<file path="config.mk">
export PLATFORM = sky130hd
export DESIGN_NAME = rx_pkt_router
export DESIGN_NICKNAME = d
export VERILOG_FILES = /design/src/rtl/rxr_pkg.sv /design/src/rtl/rxr_classify.sv /design/src/rtl/rxr_route_hold.sv /design/src/rtl/rxr_out_demux.sv /design/src/rtl/rx_pkt_router.sv
export SDC_FILE = /design/constraint.sdc
export NUM_CORES = 1
export LEC_CHECK = 0
export ABC_AREA = 1
export BUFFER_PORTS_ARGS = -buffer_cell sky130_fd_sc_hd__buf_2
export CELL_PAD_IN_SITES_DETAIL_PLACEMENT = 1
export CELL_PAD_IN_SITES_GLOBAL_PLACEMENT = 1
export CORE_MARGIN = 4
export CORE_UTILIZATION = 20
export CTS_CLUSTER_SIZE = 20
export DETAILED_ROUTE_END_ITERATION = 8
export PLACE_DENSITY = 0.82
export SLEW_MARGIN = 5
export SYNTH_ARGS = -nofsm -noshare
export SYNTH_HDL_FRONTEND = slang
export SYNTH_SLANG_ARGS = --single-unit
</file>
<file path="constraint.sdc">
create_clock -name clk -period 2.2 [get_ports clk]
set_input_delay 0.33 -clock clk [delete_from_list [all_inputs] [get_ports clk]]
set_output_delay 0.33 -clock clk [all_outputs]
set_load 0.02 [all_outputs]
</file>
<file path="src/rtl/rxr_pkg.sv">
package rxr_pkg;
    // Disposition of a packet chosen on its start beat
    typedef enum logic [1:0] {
        RK_PORT       = 2'd0,
        RK_PASS       = 2'd1,
        RK_DROP_LOUD  = 2'd2,
        RK_DROP_QUIET = 2'd3
    } rkind_e;

    localparam logic [1:0] TT_NARROW = 2'd0;
    localparam logic [1:0] TT_WIDE   = 2'd1;
    localparam logic [3:0] FT_RESP   = 4'd13;
endpackage

</file>
<file path="src/rtl/rxr_classify.sv">
module rxr_classify
    import rxr_pkg::*;
#(
    parameter int NUM_PORTS = 3,
    parameter int TID_W = 8,
    parameter bit DEVID16_EN = 1'b1,
    parameter bit DESTID_CHECK = 1'b1,
    parameter bit PASSTHRU_EN = 1'b1,
    parameter logic [15:0] MY_ID = 16'h1234,
    parameter logic [NUM_PORTS*16-1:0] FTYPE_MASK = 48'h0500_0060_0024,
    parameter logic [NUM_PORTS*TID_W-1:0] TID_LO = 24'h30_20_00,
    parameter logic [NUM_PORTS*TID_W-1:0] TID_HI = 24'h5F_3F_1F,
    localparam int PW = (NUM_PORTS > 1) ? $clog2(NUM_PORTS) : 1
) (
    input  logic             hdr_err,
    input  logic [1:0]       hdr_tt,
    input  logic [3:0]       hdr_ftype,
    input  logic [15:0]      hdr_dest,
    input  logic [TID_W-1:0] hdr_tid,
    output rkind_e           hdr_kind,
    output logic [PW-1:0]    hdr_port
);
    localparam logic [1:0] TT_OWN = DEVID16_EN ? TT_WIDE : TT_NARROW;
    localparam rkind_e MISS_KIND = PASSTHRU_EN ? RK_PASS : RK_DROP_LOUD;

    function automatic logic in_span(input logic [TID_W-1:0] v,
                                     input logic [TID_W-1:0] lo,
                                     input logic [TID_W-1:0] hi);
        return (v >= lo) && (v <= hi);
    endfunction

    logic [NUM_PORTS-1:0] ft_hit;
    logic [NUM_PORTS-1:0] tid_hit;

    for (genvar g = 0; g < NUM_PORTS; g++) begin : g_port
        localparam logic [15:0]      P_MASK = FTYPE_MASK[g*16 +: 16];
        localparam logic [TID_W-1:0] P_LO   = TID_LO[g*TID_W +: TID_W];
        localparam logic [TID_W-1:0] P_HI   = TID_HI[g*TID_W +: TID_W];
        assign ft_hit[g]  = P_MASK[hdr_ftype];
        assign tid_hit[g] = in_span(hdr_tid, P_LO, P_HI);
    end

    logic          ft_any, tid_any, dest_ok;
    logic [PW-1:0] ft_sel, tid_sel;

    // Lowest index wins: scan downward so the last hit written is the lowest
    always_comb begin
        ft_any  = 1'b0;
        tid_any = 1'b0;
        ft_sel  = '0;
        tid_sel = '0;
        for (int i = NUM_PORTS - 1; i >= 0; i--) begin
            if (ft_hit[i]) begin
                ft_any = 1'b1;
                ft_sel = PW'(i);
            end
            if (tid_hit[i]) begin
                tid_any = 1'b1;
                tid_sel = PW'(i);
            end
        end
    end

    assign dest_ok = DEVID16_EN ? (hdr_dest == MY_ID)
                                : (hdr_dest[7:0] == MY_ID[7:0]);

    always_comb begin
        hdr_kind = RK_DROP_QUIET;
        hdr_port = '0;
        if (hdr_err) begin
            hdr_kind = RK_DROP_QUIET;
        end else if (hdr_tt != TT_OWN) begin
            if (!DEVID16_EN && hdr_tt == TT_WIDE) hdr_kind = RK_DROP_LOUD;
            else                                 hdr_kind = MISS_KIND;
        end else if (DESTID_CHECK && !dest_ok) begin
            hdr_kind = RK_DROP_LOUD;
        end else if (hdr_ftype == FT_RESP) begin
            hdr_kind = tid_any ? RK_PORT : MISS_KIND;
            hdr_port = tid_sel;
        end else begin
            hdr_kind = ft_any ? RK_PORT : MISS_KIND;
            hdr_port = ft_sel;
        end
    end
endmodule

</file>
<file path="src/rtl/rxr_route_hold.sv">
module rxr_route_hold
    import rxr_pkg::*;
#(
    parameter int NUM_PORTS = 3,
    localparam int PW = (NUM_PORTS > 1) ? $clog2(NUM_PORTS) : 1
) (
    input  logic          clk,
    input  logic          rst_n,
    input  logic          beat_acc,
    input  logic          beat_sop,
    input  logic          beat_eop,
    input  rkind_e        hdr_kind,
    input  logic [PW-1:0] hdr_port,
    output rkind_e        cur_kind,
    output logic [PW-1:0] cur_port
);
    typedef struct packed {
        logic          busy;
        rkind_e        kind;
        logic [PW-1:0] port;
    } hold_t;

    hold_t st_d, st_q;

    always_comb begin
        st_d = st_q;
        if (beat_acc && beat_sop) begin
            st_d.busy = !beat_eop;
            st_d.kind = hdr_kind;
            st_d.port = hdr_port;
        end else if (beat_acc && beat_eop) begin
            st_d.busy = 1'b0;
        end
    end

    always_ff @(posedge clk or negedge rst_n) begin
        if (!rst_n) begin
            st_q <= '{busy: 1'b0, kind: RK_DROP_QUIET, port: '0};
        end else begin
            st_q <= st_d;
        end
    end

    // Start beat uses the fresh decision; stray continuation beats are shed
    always_comb begin
        if (beat_sop) begin
            cur_kind = hdr_kind;
            cur_port = hdr_port;
        end else if (st_q.busy) begin
            cur_kind = st_q.kind;
            cur_port = st_q.port;
        end else begin
            cur_kind = RK_DROP_QUIET;
            cur_port = '0;
        end
    end
endmodule

</file>
<file path="src/rtl/rxr_out_demux.sv">
module rxr_out_demux
    import rxr_pkg::*;
#(
    parameter int NUM_PORTS = 3,
    parameter int DATA_W = 32,
    parameter bit PASSTHRU_EN = 1'b1,
    localparam int PW = (NUM_PORTS > 1) ? $clog2(NUM_PORTS) : 1
) (
    input  rkind_e                      cur_kind,
    input  logic [PW-1:0]               cur_port,
    input  logic                        in_valid,
    input  logic                        in_sop,
    input  logic                        in_eop,
    input  logic [DATA_W-1:0]           in_data,
    output logic                        in_ready,
    output logic [NUM_PORTS-1:0]        lp_valid,
    input  logic [NUM_PORTS-1:0]        lp_ready,
    output logic [NUM_PORTS-1:0]        lp_sop,
    output logic [NUM_PORTS-1:0]        lp_eop,
    output logic [NUM_PORTS*DATA_W-1:0] lp_data,
    output logic                        pt_valid,
    input  logic                        pt_ready,
    output logic                        pt_sop,
    output logic                        pt_eop,
    output logic [DATA_W-1:0]           pt_data,
    output logic                        drop_pulse
);
    for (genvar g = 0; g < NUM_PORTS; g++) begin : g_lane
        logic sel;
        assign sel         = (cur_kind == RK_PORT) && (cur_port == PW'(g));
        assign lp_valid[g] = in_valid && sel;
        assign lp_sop[g]   = in_sop;
        assign lp_eop[g]   = in_eop;
        assign lp_data[g*DATA_W +: DATA_W] = in_data;
    end

    assign pt_valid = PASSTHRU_EN && in_valid && (cur_kind == RK_PASS);
    assign pt_sop   = in_sop;
    assign pt_eop   = in_eop;
    assign pt_data  = in_data;

    logic port_rdy;
    always_comb begin
        port_rdy = 1'b0;
        for (int i = 0; i < NUM_PORTS; i++) begin
            if (cur_port == PW'(i)) port_rdy = lp_ready[i];
        end
    end

    always_comb begin
        case (cur_kind)
            RK_PORT: in_ready = port_rdy;
            RK_PASS: in_ready = pt_ready;
            default: in_ready = 1'b1;
        endcase
    end

    assign drop_pulse = in_valid && in_eop && (cur_kind == RK_DROP_LOUD);
endmodule

</file>
<file path="src/rtl/rx_pkt_router.sv">
module rx_pkt_router
    import rxr_pkg::*;
#(
    parameter int NUM_PORTS = 3,
    parameter int DATA_W = 32,
    parameter int TID_W = 8,
    parameter bit DEVID16_EN = 1'b1,
    parameter bit DESTID_CHECK = 1'b1,
    parameter bit PASSTHRU_EN = 1'b1,
    parameter logic [15:0] MY_ID = 16'h1234,
    parameter logic [NUM_PORTS*16-1:0] FTYPE_MASK = 48'h0500_0060_0024,
    parameter logic [NUM_PORTS*TID_W-1:0] TID_LO = 24'h30_20_00,
    parameter logic [NUM_PORTS*TID_W-1:0] TID_HI = 24'h5F_3F_1F
) (
    input  logic                        clk,
    input  logic                        rst_n,
    input  logic                        in_valid,
    output logic                        in_ready,
    input  logic                        in_sop,
    input  logic                        in_eop,
    input  logic [DATA_W-1:0]           in_data,
    input  logic                        in_err,
    input  logic [1:0]                  in_tt,
    input  logic [3:0]                  in_ftype,
    input  logic [15:0]                 in_dest,
    input  logic [TID_W-1:0]            in_tid,
    output logic [NUM_PORTS-1:0]        lp_valid,
    input  logic [NUM_PORTS-1:0]        lp_ready,
    output logic [NUM_PORTS-1:0]        lp_sop,
    output logic [NUM_PORTS-1:0]        lp_eop,
    output logic [NUM_PORTS*DATA_W-1:0] lp_data,
    output logic                        pt_valid,
    input  logic                        pt_ready,
    output logic                        pt_sop,
    output logic                        pt_eop,
    output logic [DATA_W-1:0]           pt_data,
    output logic                        drop_pulse
);
    localparam int PW = (NUM_PORTS > 1) ? $clog2(NUM_PORTS) : 1;

    rkind_e        hdr_kind, cur_kind;
    logic [PW-1:0] hdr_port, cur_port;
    logic          beat_acc;

    assign beat_acc = in_valid && in_ready;

    rxr_classify #(
        .NUM_PORTS(NUM_PORTS), .TID_W(TID_W), .DEVID16_EN(DEVID16_EN),
        .DESTID_CHECK(DESTID_CHECK), .PASSTHRU_EN(PASSTHRU_EN), .MY_ID(MY_ID),
        .FTYPE_MASK(FTYPE_MASK), .TID_LO(TID_LO), .TID_HI(TID_HI)
    ) u_cls (
        .hdr_err(in_err), .hdr_tt(in_tt), .hdr_ftype(in_ftype),
        .hdr_dest(in_dest), .hdr_tid(in_tid),
        .hdr_kind(hdr_kind), .hdr_port(hdr_port)
    );

    rxr_route_hold #(.NUM_PORTS(NUM_PORTS)) u_hold (
        .clk(clk), .rst_n(rst_n), .beat_acc(beat_acc),
        .beat_sop(in_sop), .beat_eop(in_eop),
        .hdr_kind(hdr_kind), .hdr_port(hdr_port),
        .cur_kind(cur_kind), .cur_port(cur_port)
    );

    rxr_out_demux #(
        .NUM_PORTS(NUM_PORTS), .DATA_W(DATA_W), .PASSTHRU_EN(PASSTHRU_EN)
    ) u_dmx (
        .cur_kind(cur_kind), .cur_port(cur_port),
        .in_valid(in_valid), .in_sop(in_sop), .in_eop(in_eop), .in_data(in_data),
        .in_ready(in_ready),
        .lp_valid(lp_valid), .lp_ready(lp_ready), .lp_sop(lp_sop),
        .lp_eop(lp_eop), .lp_data(lp_data),
        .pt_valid(pt_valid), .pt_ready(pt_ready), .pt_sop(pt_sop),
        .pt_eop(pt_eop), .pt_data(pt_data),
        .drop_pulse(drop_pulse)
    );
endmodule

</file>
# Yosys cells after proc, flatten, opt, wreduce, memory -nomap -nowiden
# Memories as Yosys holds them, arrays and structs flattened.
# Cells that the tools add are included.
[word_totals]
ff_bits = 5
mem_bits_ro = 48
in_bits = 72
output_inout_bits = 142
elab_cells = 74
n_memories = 3
[op_classes]
magnitude_cmp = 7
eq_ne = 7
mux = 35
n_reduce_logical = 19
[memory_table]
columns = ["name", "depth", "width", "read_ports", "rd_clocked_by_memory_dff", "wr", "line_no", "rtl"]
rows = [
  ["(name not given)", 16, 1, 1, 0, 0, "rxr_classify.sv:39", "assign ft_hit[g] = P_MASK[hdr_ftype];"],
  ["(name not given)", 16, 1, 1, 0, 0, "rxr_classify.sv:39", ""],
  ["(name not given)", 16, 1, 1, 0, 0, "rxr_classify.sv:39", ""],
]
[ops]
columns = ["cell", "n"]
rows = [
  ["two-way mux 2 bit", 18],
  ["equality test 16 x 13 -> 1 bit (second input constant)", 1],
  [">= comparator 8 x 6 -> 1 bit (second input constant)", 2],
  ["two-way mux 1 bit", 16],
  ["logical AND 1 bit", 15],
  [">= comparator 8 x 1 -> 1 bit (second input constant)", 1],
  ["<= comparator 8 x 5 -> 1 bit (second input constant)", 1],
  ["<= comparator 8 x 6 -> 1 bit (second input constant)", 1],
  ["<= comparator 8 x 7 -> 1 bit (second input constant)", 1],
  ["< comparator 4 x 5 -> 1 bit (second input constant)", 1],
  ["equality test 2 x 1 -> 1 bit (second input constant)", 2],
  ["equality test 2 bit (second input constant)", 2],
  ["equality test 4 bit (second input constant)", 1],
  ["logical NOT 2 bit", 2],
  ["!= test 2 x 1 -> 1 bit (second input constant)", 1],
  ["case mux 1 bit (2 select lines)", 1],
  ["nonzero test 2 bit", 1],
  ["logical NOT 1 bit", 1],
]

# Logic depth before layout (Yosys ltp)
# Gate-level depths: netlist of run 1.
[logic_depth]
word_depth = 19
mapped_depth = 18
depth_no_buf = 18

# Hierarchy
# Synthesis of run 1 repeated with hierarchy kept, for this count alone.
[hier_totals]
hier_cells = 265
area_unflattened_um2 = 1677.9
[by_module_without_submodules]
columns = ["mod", "n_inst", "cells_each", "area_per_inst_um2", "seq_area_each_um2"]
rows = [
  ["rxr_out_demux", 1, 158, 1113.6, 0.0],
  ["rxr_classify", 1, 64, 280.3, 0.0],
  ["rxr_route_hold", 1, 41, 276.5, 127.6],
  ["rx_pkt_router", 1, 2, 7.5, 0.0],
]

# Worst setup path before layout of run 1
# OpenSTA, ideal clock, no wires.
[synth_path]
path_kind = "input -> output"
startpoint = "input in_ftype[0]"
endpoint = "output drop_pulse"
arrival_time_ns = 1.743
required_time_ns = 1.870
path_slack_ns = 0.127
stages = 9
path_buffers = 0
path_cell_list = "inv_1 -> ha_1 -> o21ai_1 -> nand2_1 -> nand3_1 -> nand3_1 -> nand2_2 -> inv_2 -> nor4_1"
[synth_via]
elab_chain_len = 13
elab_cells_between_ends = 18
cone_classes = "eq/ne (2); mux (12); reduce/logical (1); memory (3)"
[synth_rtl]
columns = ["element", "line_no", "rtl"]
rows = [
  ["from (decl)", "rx_pkt_router.sv:24", "input logic [3:0] in_ftype,"],
  ["memory read (16 x 1 bit)", "n/a", ""],
  ["two-way mux 1 bit (implied by the code)", "rxr_classify.sv:39", ""],
  ["two-way mux 1 bit (3 in a row)", "rxr_classify.sv:53", "if (ft_hit[i]) begin"],
  ["two-way mux 1 bit", "rxr_classify.sv:81", "hdr_kind = ft_any ? RK_PORT : MISS_KIND;"],
  ["two-way mux 2 bit (*)", "rxr_classify.sv:77", "end else if (hdr_ftype == FT_RESP) begin"],
  ["two-way mux 2 bit (*)", "rxr_classify.sv:75", "end else if (DESTID_CHECK && !dest_ok) begin"],
  ["two-way mux 2 bit (*)", "rxr_classify.sv:72", "end else if (hdr_tt != TT_OWN) begin"],
  ["two-way mux 2 bit (*)", "rxr_classify.sv:70", "if (hdr_err) begin"],
  ["two-way mux 2 bit (*)", "rxr_route_hold.sv:46", "if (beat_sop) begin"],
  ["equality test 2 bit (*)", "rxr_out_demux.sv:58", "assign drop_pulse = in_valid && in_eop && (cur_kind == RK_DROP_LOUD);"],
  ["logical AND 1 bit (*)", "rxr_out_demux.sv:58", ""],
  ["to (decl)", "rx_pkt_router.sv:37", "output logic drop_pulse"],
]
# Mark *: on every way between the ends. The rest lies on a longest branch, timed or not. The select of a mux whose other input is x is not followed.

# Worst setup path after layout of run 1
[layout_path]
startpoint = "input in_ftype[1]"
endpoint = "output in_ready"
[layout_via]
elab_chain_len = 15
elab_cells_between_ends = 33
cone_classes = "eq/ne (4); mux (24); reduce/logical (2); memory (3)"
[layout_rtl]
columns = ["element", "line_no", "rtl"]
rows = [
  ["memory read (16 x 1 bit)", "n/a", ""],
  ["two-way mux 1 bit (implied by the code)", "rxr_classify.sv:39", ""],
  ["two-way mux 2 bit (3 in a row)", "rxr_classify.sv:53", ""],
  ["two-way mux 2 bit", "rxr_classify.sv:77", ""],
  ["two-way mux 2 bit", "rxr_classify.sv:75", ""],
  ["two-way mux 2 bit", "rxr_classify.sv:72", ""],
  ["two-way mux 2 bit", "rxr_classify.sv:70", ""],
  ["two-way mux 2 bit", "rxr_route_hold.sv:46", ""],
  ["logical NOT 2 bit", "rxr_out_demux.sv:46", "if (cur_port == PW'(i)) port_rdy = lp_ready[i];"],
  ["two-way mux 1 bit (3 in a row)", "rxr_out_demux.sv:46", ""],
  ["case mux 1 bit (2 select lines) (*)", "rxr_out_demux.sv:51", "case (cur_kind)"],
  ["to (decl)", "rx_pkt_router.sv:18", "output logic in_ready,"],
]
# Marked as above.

==> results.cfg, run 1 <==
[timing]
fin_skew_ns = 0.00151
tns_ns = 0
final.period_utilization = 0.933
fin_crit_ns = 2.05
fmax_ghz = 0.487
slew_headroom = 0.843
setup_ws_ns = 0.147
slew_violations = 0
hold_viol_final = 0
setup_viol = 0
worstMarginPinSlew_ns = 0.233

[global_route]
grt_max_degree = 12
grt_pass1_vias = 1163
antenna_found_initial = 0
grt_pass1_wl_um = 5240
gr-usage-all-layers = 0.0606
grt-ovfl-total = 0

[critical_path]
cp_top_family = simple AND/OR/NAND/NOR gates
slowest_stage = ha_4
r2r_start = u_hold.st_q[4]
r2r-end = u_hold.st_q[0]
start_kind = primary input
crit_end = in_ready
crit_top_cell = nand2_2
setup.worst_path.class = primary input to primary output
path_depth = 16
r2r_cells = 12
path_max_fanout = 3
critPathRequiredTime_ns = 1.87
crit_path_end_kind = primary output
crit_start = in_ftype[1]
crit_buf_inv = 5
cp.arrival_ns = 1.72
cp_cell_sequence = buf_6, inv_4, ha_4, inv_2, nand2_2, nand2_2, nor2_2, nor2_1, nand3_1, nand3_1, nand2_2, inv_2, nand2_2, nor2_4, a21oi_2, buf_6
worst-r2r-setup-slack_ns = 0.49
max_stage_delay_ns = 0.15

[final_layout]
top_register = u_hold.st_q
fillers = 1083
area_growth_pct = -20.0
final_nets = 278
num_antenna_cells = 0
stdcell_area_um2 = 1440
fin_cells = 311
largest_register_ffs = 5
reg_top3 = u_hold.st_q (5)
drive_above_1_share = 0.557

[yosys]
yosysTopAreaCell = buf_4
synth_seq_cells = 5
synth.avg_cell_area_um2 = 6.53
yosys_warnings = 0
post_synth_main_area_contributors = buf_4, nand2_1, inv_1
synth_top_area_frac = 0.568
synth_cell_type_count = 23
syn_area_um2 = 1800
synth_nets = 349
ys_seq_area_frac = 0.0710
syn-instance-count = 275

[route]
vias_per_cell = 3.59
num_vias = 1117
drt_wl_total_um = 3560
antenna_left = 0
wl_per_cell_um = 11.5
remaining_drc_errors = 0
first_pass_iters = 4
drt_iter0_markers = 8

[cts]
clock-sinks = 5
cts_tree = done
cts.path.max_buffers = 2
clk_latency_ns = 0.22
clock-root-buffer = clkbuf_8
cts_buffers = 3
clk_pin_slew_ns = 0.04
htree_levels = 1

[power]
p_per_area_nw_per_um2 = 340
vdd.ir_drop.worst_uv = 134
leakagePower_nw = 0.759
power.total_mw = 0.489

[place]
globalplace.congestion = 0.736
pre_cts_slack_ns = -0.000755
dp.cells = 298
place_area_um2 = 1170
buffer_ports.inserted = 48
dp_hpwl_um = 3050

[floorplan]
pin_count = 214
coreArea_um2 = 8720
std_cell_rows = 34
die_y_um = 103
initial_utilization = 0.206
die-area_um2 = 10600
die_x_um = 103

[flow_run]
maxCapViolations = 0

[min_path]
hold_class = primary input to asynchronous set/reset pin

[status]
status = complete, no violations
-- layer usage --
metal,part of all wire,global-route usage,vias to the layer above
met4,0.060,0.0408,0
met2,0.50,0.110,55
met3,0.11,0.0183,32
met1,0.33,0.0586,490
met5,0,0,-
li1,-,-,540
-- cells by family after synthesis --
family / count (synthesis) / share of synthesized area
and+or+nand+nor: 92 / 0.256
AOI/OAI and AO/OA: 4 / 0.0153
buffers and inverters: 172 / 0.644
adders and majority gates: 2 / 0.0139
DFF: 5 / 0.0710
-- power by group --
part / internal [mW] / switching, mW / total, mW
logic: 0.0862 / 0.121 / 0.208
clock network: 0.124 / 0.0441 / 0.168
registers: 0.108 / 0.00454 / 0.113
-- metrics by stage --
stage	utilization	hold WS, ns
floorplan	-	0.0344
global placement	0.135	0.148
detailed placement	0.135	0.154
CTS	0.141	0.457
global route	0.165	0.474
finish	0.165	0.457
-- Yosys cell counts, drive strengths merged --
master,n
buf,136
nor4,2
dfstp,2
nand2,53
clkinv,1
o21ai,1
a21oi,3
nand4,3
ha,2
nor3,4
nand3,11
inv,35
nor2,18
dfrtp,3
or2,1
-- worst min-delay path by stage --
stage               cells after the start  slack, ns              to
floorplan                               0       0.03  u_hold.st_q[0]
global placement                        1       0.15  u_hold.st_q[4]
detailed placement                      1       0.15  u_hold.st_q[4]
CTS                                     4       0.46  u_hold.st_q[0]
global route                            2       0.47  u_hold.st_q[0]
finish                                  2       0.46  u_hold.st_q[0]
-- repair_timing --
item                                    4_1_cts  5_1_grt
hold buffers                                  1        0
hold endpoints to repair                      3        0
pin swaps                                     0       19
setup buffers                                 0        8
gates resized for setup                       1       40
endpoints found under the setup margin        1        6
-- worst reg2reg max path, delay by kind of cell (launching register included) --
family | cells | cell delay [ns]
AND/OR/NAND/NOR | 8 | 0.85
AO/OA/AOI/OAI | 1 | 0.08
flip-flops | 1 | 0.35
buffers and inverters | 3 | 0.34
-- area by class of cell --
| class | instances | area (um2) | area share |
|---|---|---|---|
| well taps | 108 | 135 | 0.0940 |
| repair buffers | 60 | 359 | 0.250 |
| inverters | 36 | 141 | 0.0983 |
| flip-flops and latches | 5 | 128 | 0.0888 |
| multi-input cells | 98 | 629 | 0.438 |
| clock buffers | 4 | 45.0 | 0.0313 |
-- cells in the final DEF, fill, tap and decap left out, types with 3 or more instances in the layout --
cell	synthesis	layout
clkbuf_8	0	3
nor2_4	3	5
nand3_1	10	7
nand2_1	47	39
buf_4	136	14
nand2_4	2	3
a21oi_2	2	3
inv_1	29	25
nor2_1	13	11
inv_2	6	8
nor3_2	0	4
buf_6	0	3
dfrtp_1	3	3
nand2_2	4	11
buf_2	0	42
(Power assumes the default switching activity.)
==> run 2, diff against run 1 <==
- CTS_CLUSTER_SIZE: 20 -> 25
- GPL_TIMING_DRIVEN: default -> 0
==> run 2 against run 1 <==
Compared with the run above:
- sequential share of layout area is 4.6 points lower
- sequential power hardly changed
- maximum frequency is 0.44% lower
- utilization is 17 points higher
- combinational power grew to 3.1 times the previous value
- clock power is 4% higher
- global-route usage is 5.0 points higher
- register-to-register slack hardly changed
- first-iteration DRC count is 100% higher
- non-clock buffer count is 256 higher
- critical endpoint unchanged
- largest cell class is now buffers
- highest routed layer unchanged
==> results.cfg, run 2 (same netlist as run 1, synthesis figures left out) <==
[status]
status = complete, no violations

[power]
vdd.ir_drop.worst_uv = 116
power.total_mw = 0.937
leakagePower_nw = 1.86
p_per_area_nw_per_um2 = 316

[final_layout]
num_antenna_cells = 0
stdcell_area_um2 = 2960
final_cell_mix = buf_2, buf_4, nand2_1, inv_1, nor2_1
area_growth_pct = 64.9
final_nets = 534
drive_above_1_share = 0.771
largest_register_ffs = 5
fin_cells = 567
final_util = 0.340
top_register = u_hold.st_q
layout_commonest_cell = buf_2
reg_top3 = u_hold.st_q (5)

[route]
drt_wl_total_um = 6410
antenna_left = 0
num_vias = 2071
drt_iter0_markers = 16
remaining_drc_errors = 0
wl_per_cell_um = 11.3
vias_per_cell = 3.65
first_pass_iters = 4

[critical_path]
slowest_stage = ha_4
path_max_fanout = 5
crit_path_end_kind = primary output
start_kind = primary input
crit_buf_inv = 4
cp_cell_sequence = buf_2, inv_1, ha_4, nand2_2, nor2_4, nand2_1, nand2_2, inv_2, nand4_2, nand2_4, nor2_1, a21oi_2, a21oi_2, buf_6
cp.arrival_ns = 1.73
max_stage_delay_ns = 0.15
critPathRequiredTime_ns = 1.87
cp_top_family = simple AND/OR/NAND/NOR gates
setup.worst_path.class = primary input to primary output

[place]
globalplace.congestion = 0.777
buffer_ports.inserted = 176
place_area_um2 = 2810
dp.cells = 559
dp_hpwl_um = 5900

[floorplan]
initial_utilization = 0.206
die_y_um = 103
coreArea_um2 = 8720
die_x_um = 103
std_cell_rows = 34
pin_count = 214
die-area_um2 = 10600

[cts]
cts.path.max_buffers = 2
clk_latency_ns = 0.22
clock-sinks = 5
htree_levels = 1
cts_buffers = 3
cts_tree = done
clock-root-buffer = clkbuf_8
clk_pin_slew_ns = 0.04

[timing]
worstMarginPinSlew_ns = 0.277
setup_viol = 0
fin_crit_ns = 2.06
fmax_ghz = 0.485
final.period_utilization = 0.937
rsz0062_at_grt = true
fin_skew_ns = 0.000324
hold_viol_final = 0
slew_headroom = 0.813
slew_violations = 0
hold_ws_ns = 0.461

[global_route]
grt_max_degree = 12
gr-usage-all-layers = 0.111
grt-ovfl-total = 0
antenna_found_initial = 0
grt_pass1_wl_um = 9650
grt_pass1_vias = 2228

[flow_run]
maxCapViolations = 0

[min_path]
hold_class = primary input to asynchronous set/reset pin
-- run 2: cell count changes in the layout (fill, tap and decap cells not counted), moves of 2 or more --
cell and change:
buf_2 +130, buf_4 +128, nand2_1 +6, nand2_2 -5
inv_1 +3, buf_6 -2, inv_4 -2, nand3_1 +2
nor2_1 +2
-- run 2: area by class of cell --
cell class | count | area [um2]
inverters | 36 | 136
flip-flops and latches | 5 | 128
clock buffers | 4 | 45.0
well taps | 108 | 135
repair buffers | 180 | 927
multi-input cells | 98 | 571
plain buffers | 136 | 1020
fillers | 1157 | 5760
-- run 2: per-layer routing --
metal / global-route usage / part of all wire / wire (um)
met1: 0.0992 / 0.29 / 1870
met2: 0.239 / 0.58 / 3720
met3: 0.0338 / 0.12 / 769
met4: 0.0209 / 0.0070 / 45
met5: 0 / 0 / 0
-- run 2: final timing paths --
check / slack, ns / start / cells past startpoint / end
max in group asynchronous: 1.53 / rst_n / 2 / u_hold.st_q[2]
hold / removal: 0.46 / rst_n / 2 / u_hold.st_q[1]
hold reg to reg: 0.48 / u_hold.st_q[3] / 2 / u_hold.st_q[3]
min in group clk: 0.47 / in_err / 4 / u_hold.st_q[0]
setup / recovery: 0.14 / in_ftype[1] / 14 / in_ready
setup reg to reg: 0.49 / u_hold.st_q[4] / 12 / u_hold.st_q[0]
-- run 2: where the power goes --
| part | leakage [nW] | total, mW | switching [mW] | internal, mW |
|---|---|---|---|---|
| Sequential | 0.0609 | 0.114 | 0.00579 | 0.109 |
| Combinational | 1.78 | 0.647 | 0.343 | 0.304 |
| Clock | 0.0228 | 0.175 | 0.0505 | 0.125 |
-- run 2: stage by stage --
stage	setup TNS, ns	setup WS [ns]
final	0	0.138
after global routing	-0.0355	-0.0197
after CTS	0	0.0165
after detailed placement	-0.0534	-0.0534
after global placement	-0.0297	-0.0297
after floorplan	0	0.127
-- run 2: repair_timing --
action | CTS | global route
pin swaps | 3 | 2
hold endpoints to repair | 3 | 0
gates resized for setup | 1 | 16
setup buffers | 2 | 1
gates cloned | 0 | 0
endpoints found under the setup margin | 1 | 5
hold buffers | 1 | 0
